===== src/rtl/qdec_pkg.sv =====
package qdec_pkg;

  typedef enum logic [1:0] {
    STEP_NONE = 2'd0,
    STEP_UP   = 2'd1,
    STEP_DOWN = 2'd2,
    STEP_BAD  = 2'd3
  } step_e;

  // Position of an {A,B} pair along the forward cycle 00,10,11,01
  function automatic logic [1:0] phase_rank(input logic [1:0] ab);
    logic [1:0] r;
    case (ab)
      2'b00:   r = 2'd0;
      2'b10:   r = 2'd1;
      2'b11:   r = 2'd2;
      default: r = 2'd3;
    endcase
    return r;
  endfunction

  function automatic step_e classify(input logic [1:0] prev_ab,
                                     input logic [1:0] cur_ab);
    logic [1:0] rp;
    logic [1:0] rc;
    logic [1:0] rp_next;
    logic [1:0] rc_next;
    step_e      s;
    rp      = phase_rank(prev_ab);
    rc      = phase_rank(cur_ab);
    rp_next = rp + 2'd1;
    rc_next = rc + 2'd1;
    if (prev_ab == cur_ab)  s = STEP_NONE;
    else if (rc == rp_next) s = STEP_UP;
    else if (rp == rc_next) s = STEP_DOWN;
    else                    s = STEP_BAD;
    return s;
  endfunction

endpackage


===== src/rtl/qdec_phase_track.sv =====
module qdec_phase_track
  import qdec_pkg::*;
(
  input  logic       clk,
  input  logic       rst_n,
  input  logic       chan_a,
  input  logic       chan_b,
  output logic [1:0] prev_ab,
  output logic [1:0] cur_ab,
  output step_e      step
);

  assign cur_ab = {chan_a, chan_b};
  assign step   = classify(prev_ab, cur_ab);

  always_ff @(posedge clk or negedge rst_n) begin
    if (!rst_n) prev_ab <= 2'b00;
    else        prev_ab <= cur_ab;
  end

endmodule


===== src/rtl/qdec_index_ctl.sv =====
module qdec_index_ctl
  import qdec_pkg::*;
(
  input  logic       clk,
  input  logic       rst_n,
  input  logic       idx_in,
  input  logic       mode_en,
  input  logic       flag_clr,
  input  step_e      step,
  input  logic [1:0] prev_ab,
  input  logic [1:0] cur_ab,
  output logic       load_zero,
  output logic       load_max,
  output logic       first_seen,
  output logic       first_dir
);

  logic       armed;
  logic [1:0] mark_from;
  logic [1:0] mark_to;
  logic       legal;
  logic       fwd_hit;
  logic       rev_hit;
  logic       first_evt;
  logic       later_evt;
  logic       any_evt;

  assign legal     = (step == STEP_UP) || (step == STEP_DOWN);
  assign fwd_hit   = (step == STEP_UP)   && (prev_ab == mark_from) && (cur_ab == mark_to);
  assign rev_hit   = (step == STEP_DOWN) && (prev_ab == mark_to)   && (cur_ab == mark_from);
  assign first_evt = idx_in && armed && !first_seen && legal;
  assign later_evt = idx_in && armed && first_seen && (fwd_hit || rev_hit);
  assign any_evt   = first_evt || later_evt;

  assign load_zero = mode_en && any_evt && (step == STEP_UP);
  assign load_max  = mode_en && any_evt && (step == STEP_DOWN);

  always_ff @(posedge clk or negedge rst_n) begin
    if (!rst_n)        armed <= 1'b1;
    else if (!idx_in)  armed <= 1'b1;
    else if (any_evt)  armed <= 1'b0;
  end

  // The transition is stored in its forward orientation
  always_ff @(posedge clk or negedge rst_n) begin
    if (!rst_n) begin
      first_seen <= 1'b0;
      first_dir  <= 1'b0;
      mark_from  <= 2'b00;
      mark_to    <= 2'b00;
    end else if (first_evt) begin
      first_seen <= 1'b1;
      first_dir  <= (step == STEP_UP);
      mark_from  <= (step == STEP_UP) ? prev_ab : cur_ab;
      mark_to    <= (step == STEP_UP) ? cur_ab  : prev_ab;
    end else if (flag_clr) begin
      first_seen <= 1'b0;
      first_dir  <= 1'b0;
    end
  end

endmodule


===== src/rtl/qdec_pos_counter.sv =====
module qdec_pos_counter
  import qdec_pkg::*;
#(
  parameter int POS_W = 16
) (
  input  logic             clk,
  input  logic             rst_n,
  input  step_e            step,
  input  logic             load_zero,
  input  logic             load_max,
  input  logic [POS_W-1:0] pos_max,
  output logic [POS_W-1:0] pos_cnt
);

  localparam logic [POS_W-1:0] ONE = POS_W'(1);

  function automatic logic [POS_W-1:0] inc_wrap(input logic [POS_W-1:0] v,
                                                input logic [POS_W-1:0] top);
    return (v == top) ? '0 : v + ONE;
  endfunction

  function automatic logic [POS_W-1:0] dec_wrap(input logic [POS_W-1:0] v,
                                                input logic [POS_W-1:0] top);
    return (v == '0) ? top : v - ONE;
  endfunction

  always_ff @(posedge clk or negedge rst_n) begin
    if (!rst_n)         pos_cnt <= '0;
    else if (load_zero) pos_cnt <= '0;
    else if (load_max)  pos_cnt <= pos_max;
    else begin
      case (step)
        STEP_UP:   pos_cnt <= inc_wrap(pos_cnt, pos_max);
        STEP_DOWN: pos_cnt <= dec_wrap(pos_cnt, pos_max);
        default:   pos_cnt <= pos_cnt;
      endcase
    end
  end

endmodule


===== src/rtl/qdec_poscnt.sv =====
module qdec_poscnt
  import qdec_pkg::*;
#(
  parameter int POS_W = 16
) (
  input  logic             clk,
  input  logic             rst_n,
  input  logic             chan_a,
  input  logic             chan_b,
  input  logic             idx_in,
  input  logic             idx_reset_en,
  input  logic [POS_W-1:0] pos_max,
  input  logic             flag_clr,
  output logic [POS_W-1:0] pos_cnt,
  output logic             dir_fwd,
  output logic             first_idx_seen,
  output logic             first_idx_dir,
  output logic             phase_err
);

  logic [1:0] prev_ab;
  logic [1:0] cur_ab;
  step_e      step;
  logic       step_up;
  logic       step_dn;
  logic       step_bad;
  logic       load_zero;
  logic       load_max;

  qdec_phase_track u_phase (
    .clk     (clk),
    .rst_n   (rst_n),
    .chan_a  (chan_a),
    .chan_b  (chan_b),
    .prev_ab (prev_ab),
    .cur_ab  (cur_ab),
    .step    (step)
  );

  assign step_up  = (step == STEP_UP);
  assign step_dn  = (step == STEP_DOWN);
  assign step_bad = (step == STEP_BAD);

  qdec_index_ctl u_index (
    .clk        (clk),
    .rst_n      (rst_n),
    .idx_in     (idx_in),
    .mode_en    (idx_reset_en),
    .flag_clr   (flag_clr),
    .step       (step),
    .prev_ab    (prev_ab),
    .cur_ab     (cur_ab),
    .load_zero  (load_zero),
    .load_max   (load_max),
    .first_seen (first_idx_seen),
    .first_dir  (first_idx_dir)
  );

  qdec_pos_counter #(.POS_W(POS_W)) u_count (
    .clk       (clk),
    .rst_n     (rst_n),
    .step      (step),
    .load_zero (load_zero),
    .load_max  (load_max),
    .pos_max   (pos_max),
    .pos_cnt   (pos_cnt)
  );

  always_ff @(posedge clk or negedge rst_n) begin
    if (!rst_n)       dir_fwd <= 1'b1;
    else if (step_up) dir_fwd <= 1'b1;
    else if (step_dn) dir_fwd <= 1'b0;
  end

  always_ff @(posedge clk or negedge rst_n) begin
    if (!rst_n)        phase_err <= 1'b0;
    else if (step_bad) phase_err <= 1'b1;
    else if (flag_clr) phase_err <= 1'b0;
  end

endmodule


===== config.mk =====
export PLATFORM = sky130hd
export DESIGN_NAME = qdec_poscnt
export DESIGN_NICKNAME = d
export VERILOG_FILES = /design/src/rtl/qdec_pkg.sv /design/src/rtl/qdec_phase_track.sv /design/src/rtl/qdec_index_ctl.sv /design/src/rtl/qdec_pos_counter.sv /design/src/rtl/qdec_poscnt.sv
export SDC_FILE = /design/constraint.sdc
export NUM_CORES = 1
export LEC_CHECK = 0
export CORE_MARGIN = 8
export CORE_UTILIZATION = 40
export CTS_CLUSTER_SIZE = 30
export DETAILED_ROUTE_END_ITERATION = 8
export DONT_BUFFER_PORTS = 1
export PLACE_DENSITY = 0.56
export SYNTH_ARGS = -nofsm -noshare
export SYNTH_HDL_FRONTEND = slang
export SYNTH_HIERARCHICAL = 1
export SYNTH_SLANG_ARGS = --single-unit

===== constraint.sdc =====
create_clock -name clk -period 7.7 [get_ports clk]
set_clock_uncertainty 0.15 [all_clocks]
set_input_delay 2.31 -clock clk [delete_from_list [all_inputs] [get_ports clk]]
set_output_delay 2.31 -clock clk [all_outputs]
set_load 0.05 [all_outputs]

==> results.py, run 1 <==
metrics = {
    "run_status": {
        "run_status": "finished, final reports clean",
    },
    "pwr": {
        "p_int_w": 0.000458,
        "comb_power_share": 0.462,
        "power_density_mw_per_mm2": 372,
        "p_clk_frac": 0.090,
        "p_leak_nw": 1.10,
        "power.switching_w": 0.000565,
        "swShare": 0.552,
        "pwr-share-seq": 0.448,
        "power.total_w": 0.00102,
        "irDropWorstVdd_uv": 152,
    },
    "global_route": {
        "overflow": 0,
        "grt_pass1_vias": 2230,
        "grt_pass1_wl_um": 12300,
        "track_usage": 0.154,
        "grt_max_degree": 28,
        "antenna_found_initial": 0,
    },
    "floorplan": {
        "rows": 30,
        "dieArea_mm2": 0.00977,
        "core_mm2": 0.00672,
        "ios": 43,
        "start_util": 0.408,
        "fp.dieW_um": 98.8,
        "die_y_um": 98.8,
    },
    "worst_setup_path": {
        "critPathMaxStageDelay_ns": 0.55,
        "reg2regPathDepth": 12,
        "cp.arrival_ns": 5.93,
        "worstSetupStartpoint": "chan_a",
        "rr_endpoint": "u_count/pos_cnt[14]",
        "rrSetupSlack_ns": 3.23,
        "cp_data_required_time_ns": 7.74,
        "cp-start-kind": "input pin",
        "slowest_stage": "a21oi_2",
        "reg2reg_from": "u_phase/prev_ab[0]",
        "worstSetupEndpointType": "register",
        "critPathKind": "input pin to register",
        "cp_max_fo": 15,
        "cp-endpoint": "u_count/pos_cnt[14]",
        "path_cells": "inv_1, ha_1, xor2_1, a21oi_1, inv_1, ha_1, or3_4, a21oi_2, buf_4, or4_1, nor2_1, a2111o_1",
    },
    "cts": {
        "worstSkewPairLatency_ns": 0.29,
        "cts_buffers": 3,
        "post_cts_buffers": 0,
        "cts.path.max_buffers": 2,
        "clk_pin_slew_worst_paths_ns": 0.12,
        "post_cts_resized": 0,
        "cts.htree.levels": 1,
        "cts_tree": "done",
        "numClockSinks": 27,
        "cts_root_buffer": "clkbuf_8",
        "cts_hold_buffers": 0,
    },
    "yosys": {
        "syn-cell-area_mm2": 0.00274,
        "yosys-top-cells-count": "38 x xnor2_1, 26 x nand2_1, 25 x dfrtp_1",
        "synthXorXnorAreaFrac": 0.160,
        "synth_top_area_cell": "dfrtp_1",
        "avgSynthCellArea_um2": 8.09,
        "synth.net_count": 374,
        "synth.top_cell.area_share": 0.228,
        "synth_area_leaders": "dfrtp_1 23%, xnor2_1 12%, ha_1 5.5%",
        "yosysWarnings": 6,
        "synth-adder-area-share": 0.0547,
        "synth_cell_types": 58,
        "synth_top_family_by_area": "simple AND/OR/NAND/NOR gates",
        "ys_ff_latch": 27,
        "ys_seq_area_frac": 0.247,
        "synth_edf_count": 0,
        "synth_mux_area_frac": 0.0242,
        "async_flop_share": 1.00,
        "netlist_instances": 339,
        "synth_top_flop_cell": "dfrtp_1",
        "yosysMostFrequentCell": "xnor2_1",
        "synthSimpleGateAreaFrac": 0.251,
        "synth_compound_area_frac": 0.178,
    },
    "cells_and_area": {
        "drive_above_1_share": 0.0892,
        "area_growth_syn_to_layout_pct": 0.228,
        "nets": 350,
        "insertedDiodeCount": 0,
        "final_cell_area_mm2": 0.00275,
    },
    "sta": {
        "min_period_over_period": 0.765,
        "finalSetupTns_ns": 0,
        "timing.fmax_mhz": 170,
        "hold_viol_final": 0,
        "finalMaxSlewViolations": 0,
        "rsz0062_at_grt": "no",
        "slew_headroom": 0.236,
        "min_period_ns": 5.89,
        "setup_viol": 0,
        "fin_hold_ws_ns": 0.416,
        "tightestPinTransition_ns": 1.14,
    },
    "drt": {
        "vias_per_cell": 6.01,
        "vias": 2369,
        "drc": 0,
        "wire_per_inst_um": 18.9,
        "totalWireLength_um": 7460,
        "drtIter0Drc": 243,
        "dr.pass1.iters": 4,
        "drtAntennaViolNets": 0,
    },
    "placement": {
        "gp_congestion": 0.825,
        "place_area_mm2": 0.00270,
        "dp_hpwl_um": 5380,
        "numPortBuffers": 0,
    },
    "worst_hold_path": {
        "min-delay-start": "u_index/armed",
        "hold_path.class": "register to register",
    },
    "job": {
        "drv_cap": 0,
    },
}
-- critical path, delay by kind of cell --
family                     cells  cell delay (ns)
adders and majority gates      2             0.63
xor gates and xnor gates       1             0.15
and+or+nand+nor                3             1.13
AOI/OAI and AO/OA              3             1.28
buffers and inverters          3             0.41
-- flip-flops by register name, indices dropped and copies added (netlist names) --
name and cells:
u_index/mark_to 2, u_index/first_dir 1, u_index/armed 1, phase_err 1, u_phase/prev_ab 2, u_index/first_seen 1, u_count/pos_cnt 16, dir_fwd 1
u_index/mark_from 2
-- cell usage in the layout (no fill, tap or decap), drive strengths merged, types with 3 or more instances in the layout --
master  count
nor4        7
o21ai      17
nor2       19
nor3        9
xnor2      38
and3       11
inv        18
a21o        3
nand2      27
a21oi      23
ha         12
o221ai      5
or4         5
mux2i       4
o211ai      8
dfrtp      25
a31oi       3
xor2       12
or3         8
nand4       9
clkbuf      3
nand3      17
-- worst min path at each step --
stage               slack (ns)                  to  depth (start not counted)
detailed placement        0.40       u_index/armed                          1
global placement          0.40  u_index/mark_to[0]                          2
floorplan                 0.36  u_index/mark_to[1]                          2
global route              0.43       u_index/armed                          1
CTS                       0.42       u_index/armed                          1
finish                    0.42       u_index/armed                          1
-- routing by layer --
layer | vias up | wire length (µm) | track usage
met3 | 7 | 764 | 0.0409
met5 | - | 0 | 0
met4 | 0 | 65 | 0.0283
met2 | 85 | 3330 | 0.242
met1 | 1129 | 3300 | 0.208
li1 | 1148 | - | -
-- layout make-up --
| type | count | area (µm²) |
|---|---|---|
| fillers | 686 | 3970 |
| multi-input cells | 263 | 1840 |
| flip-flops and latches | 27 | 678 |
| well taps | 80 | 100 |
| inverters | 18 | 67.6 |
| clock buffers | 3 | 41.3 |
| repair buffers | 2 | 15.0 |
| clock inverters | 1 | 7.51 |
-- kinds of logic after synthesis --
kind of cell,after synthesis
compound gates,73
buf+inv,49
xor+xnor,50
simple gates,122
fa+ha+maj,12
flops,27
mux,6
-- power groups by stage --
stage,Sequential (W),Clock (W),Combinational (W)
2_1_floorplan,0.000370,0,0.000482
3_3_place_gp,0.000464,0,0.000465
3_5_place_dp,0.000465,0,0.000466
4_1_cts,0.000461,0.0000935,0.000471
5_1_grt,0.000476,0.0000996,0.000527
6_report,0.000458,0.0000923,0.000472
-- through the flow --
step | utilization | std cells | setup WS, ns
6_report | 0.409 | 394 | 1.81
5_1_grt | 0.409 | 394 | 1.61
4_1_cts | 0.409 | 394 | 1.84
3_5_place_dp | 0.402 | 390 | 1.52
3_3_place_gp | 0.402 | 390 | 1.63
2_1_floorplan | - | 339 | 2.28
Note: power is estimated with default switching activity, not from simulation.
==> run 2, diff against run 1 <==
- PLACE_DENSITY: 0.56 -> 0.58
- clock period: 7.7 -> 4.9 ns (I/O delays scaled with it)
==> run 2 against run 1 <==
Against the previous run: routed wire length up 1.7%; largest cell class unchanged; worst setup slack got worse by 1.5 ns; via count up 0.13%; utilization up 0.86 points; non-clock buffer count grew 6; highest routed layer unchanged; clock-buffer cell count unchanged; critical path type unchanged; final area up 2.1%.
==> results.py, run 2 (same netlist as run 1, synthesis figures left out) <==
metrics = {
    "cells_and_area": {
        "fin_cells": 400,
        "drive_above_1_share": 0.106,
        "nets": 356,
        "top_register": "u_count/pos_cnt",
        "nFillCells": 678,
        "final_common_cell": "xnor2_1",
        "largest_reg_flops": 16,
        "multi_input_area_mm2": 0.00184,
        "final_cell_area_mm2": 0.00281,
        "insertedDiodeCount": 0,
        "mostFrequentLayoutCells": "38 x xnor2_1, 26 x nand2_1, 25 x dfrtp_1, 22 x a21oi_1, 18 x inv_1",
        "area_growth_syn_to_layout_pct": 2.33,
        "final-seq-area_um2": 678,
    },
    "job": {
        "drv_cap": 0,
    },
    "floorplan": {
        "fp.dieW_um": 98.8,
        "die_y_um": 98.8,
        "core_mm2": 0.00672,
        "ios": 43,
        "dieArea_mm2": 0.00977,
        "rows": 30,
        "start_util": 0.408,
    },
    "worst_setup_path": {
        "worstSetupStartpoint": "chan_a",
        "path_cells": "inv_1, ha_1, xor2_1, a21oi_1, inv_1, ha_1, nand4_1, o22a_1, a21oi_1, buf_12, nor4_2, o21ai_0, a21oi_1, or3_1",
        "worstSetupEndpointType": "register",
        "cp_common_cell": "a21oi_1",
        "cp-start-kind": "input pin",
        "reg2reg_from": "u_phase/prev_ab[0]",
        "rrSetupSlack_ns": 0.93,
        "cp-endpoint": "u_count/pos_cnt[12]",
        "critPathKind": "input pin to register",
        "slowest_stage": "nor4_2",
        "reg2regPathDepth": 14,
        "cp.arrival_ns": 4.63,
        "critPathMaxStageDelay_ns": 0.91,
        "cp_data_required_time_ns": 4.97,
        "cp_max_fo": 19,
        "rr_endpoint": "u_count/pos_cnt[12]",
    },
    "pwr": {
        "power.total_w": 0.00164,
        "p_leak_nw": 1.13,
        "irDropWorstVdd_uv": 284,
        "power_density_mw_per_mm2": 583,
    },
    "global_route": {
        "overflow": 0,
        "antenna_found_initial": 0,
        "grt_pass1_wl_um": 12400,
        "grt_max_degree": 28,
        "track_usage": 0.155,
        "grt_pass1_vias": 2302,
    },
    "cts": {
        "cts.htree.levels": 1,
        "cts_tree": "done",
        "worstSkewPairLatency_ns": 0.28,
        "post_cts_resized": 0,
        "numClockSinks": 27,
        "clk_pin_slew_worst_paths_ns": 0.10,
        "cts_hold_buffers": 0,
        "cts_buffers": 3,
        "post_cts_buffers": 0,
        "cts_root_buffer": "clkbuf_8",
        "cts.path.max_buffers": 2,
    },
    "worst_hold_path": {
        "hold_path.class": "register to register",
        "whs_path_depth": 2,
    },
    "drt": {
        "totalWireLength_um": 7590,
        "vias_per_cell": 5.93,
        "wire_per_inst_um": 19.0,
        "drtIter0Drc": 217,
        "dr.pass1.iters": 4,
        "drc": 0,
        "drtAntennaViolNets": 0,
        "vias": 2372,
    },
    "sta": {
        "setup_viol": 0,
        "finalSetupTns_ns": 0,
        "rsz0062_at_grt": "no",
        "slew_headroom": 0.178,
        "timing.fmax_mhz": 219,
        "tightestPinTransition_ns": 1.22,
        "min_period_ns": 4.56,
        "min_period_over_period": 0.931,
        "hold_viol_final": 0,
        "finalMaxSlewViolations": 0,
    },
    "placement": {
        "dp_cells": 396,
        "place_area_mm2": 0.00276,
        "numPortBuffers": 0,
        "gp_congestion": 0.877,
        "dp_hpwl_um": 5540,
    },
    "run_status": {
        "run_status": "finished, final reports clean",
    },
}
-- run 2: cell count changes in the layout (fill, tap and decap cells not counted) --
cell	before	now
buf_4	2	7
buf_12	0	1
-- run 2: critical path, delay by kind of cell --
family | cells | cell delay, ns
xor gates and xnor gates | 1 | 0.16
adders and majority gates | 2 | 0.50
AOI/OAI and AO/OA | 5 | 1.10
buffers and inverters | 3 | 0.27
and+or+nand+nor | 3 | 1.15
-- run 2: routing by layer --
metal	GRT usage	vias up	part of all wire
met3	0.0402	6	0.078
met5	0	-	0
met4	0.0425	0	0.0090
met2	0.236	75	0.45
li1	-	1163	-
met1	0.210	1128	0.46
-- run 2: worst min-delay path by stage --
| stage | endpoint | start |
|---|---|---|
| 6_report | u_index/mark_to[0] | u_index/mark_to[0] |
| 5_1_grt | u_index/armed | u_index/armed |
| 4_1_cts | u_index/mark_to[0] | u_index/mark_to[0] |
| 3_5_place_dp | u_index/mark_to[0] | u_index/mark_to[0] |
| 3_3_place_gp | u_index/mark_from[0] | u_index/mark_from[0] |
| 2_1_floorplan | u_index/mark_to[1] | u_index/mark_to[1] |
-- run 2: final cells by class --
type / count / share of cell area
Clock buffer: 3 / 0.0147
Inverter: 18 / 0.0241
Clock inverter: 1 / 0.00267
Timing Repair Buffer: 8 / 0.0258
Sequential cell: 27 / 0.242
Tap cell: 80 / 0.0357
Multi-Input combinational cell: 263 / 0.656
-- run 2: power by group --
| part | switching [W] | leakage [nW] | internal (W) |
|---|---|---|---|
| clock | 0.0000770 | 0.0217 | 0.0000578 |
| sequential | 0.000381 | 0.341 | 0.000302 |
| combinational | 0.000438 | 0.769 | 0.000380 |
| total | 0.000896 | 1.13 | 0.000740 |
-- run 2: metrics by stage --
stage	hold slack, ns	utilization	setup WS [ns]
2_1_floorplan	0.362	-	0.322
3_3_place_gp	0.382	0.411	0.175
4_1_cts	0.415	0.418	0.372
6_report	0.412	0.418	0.340
5_1_grt	0.422	0.418	0.0765
3_5_place_dp	0.389	0.411	0.0851
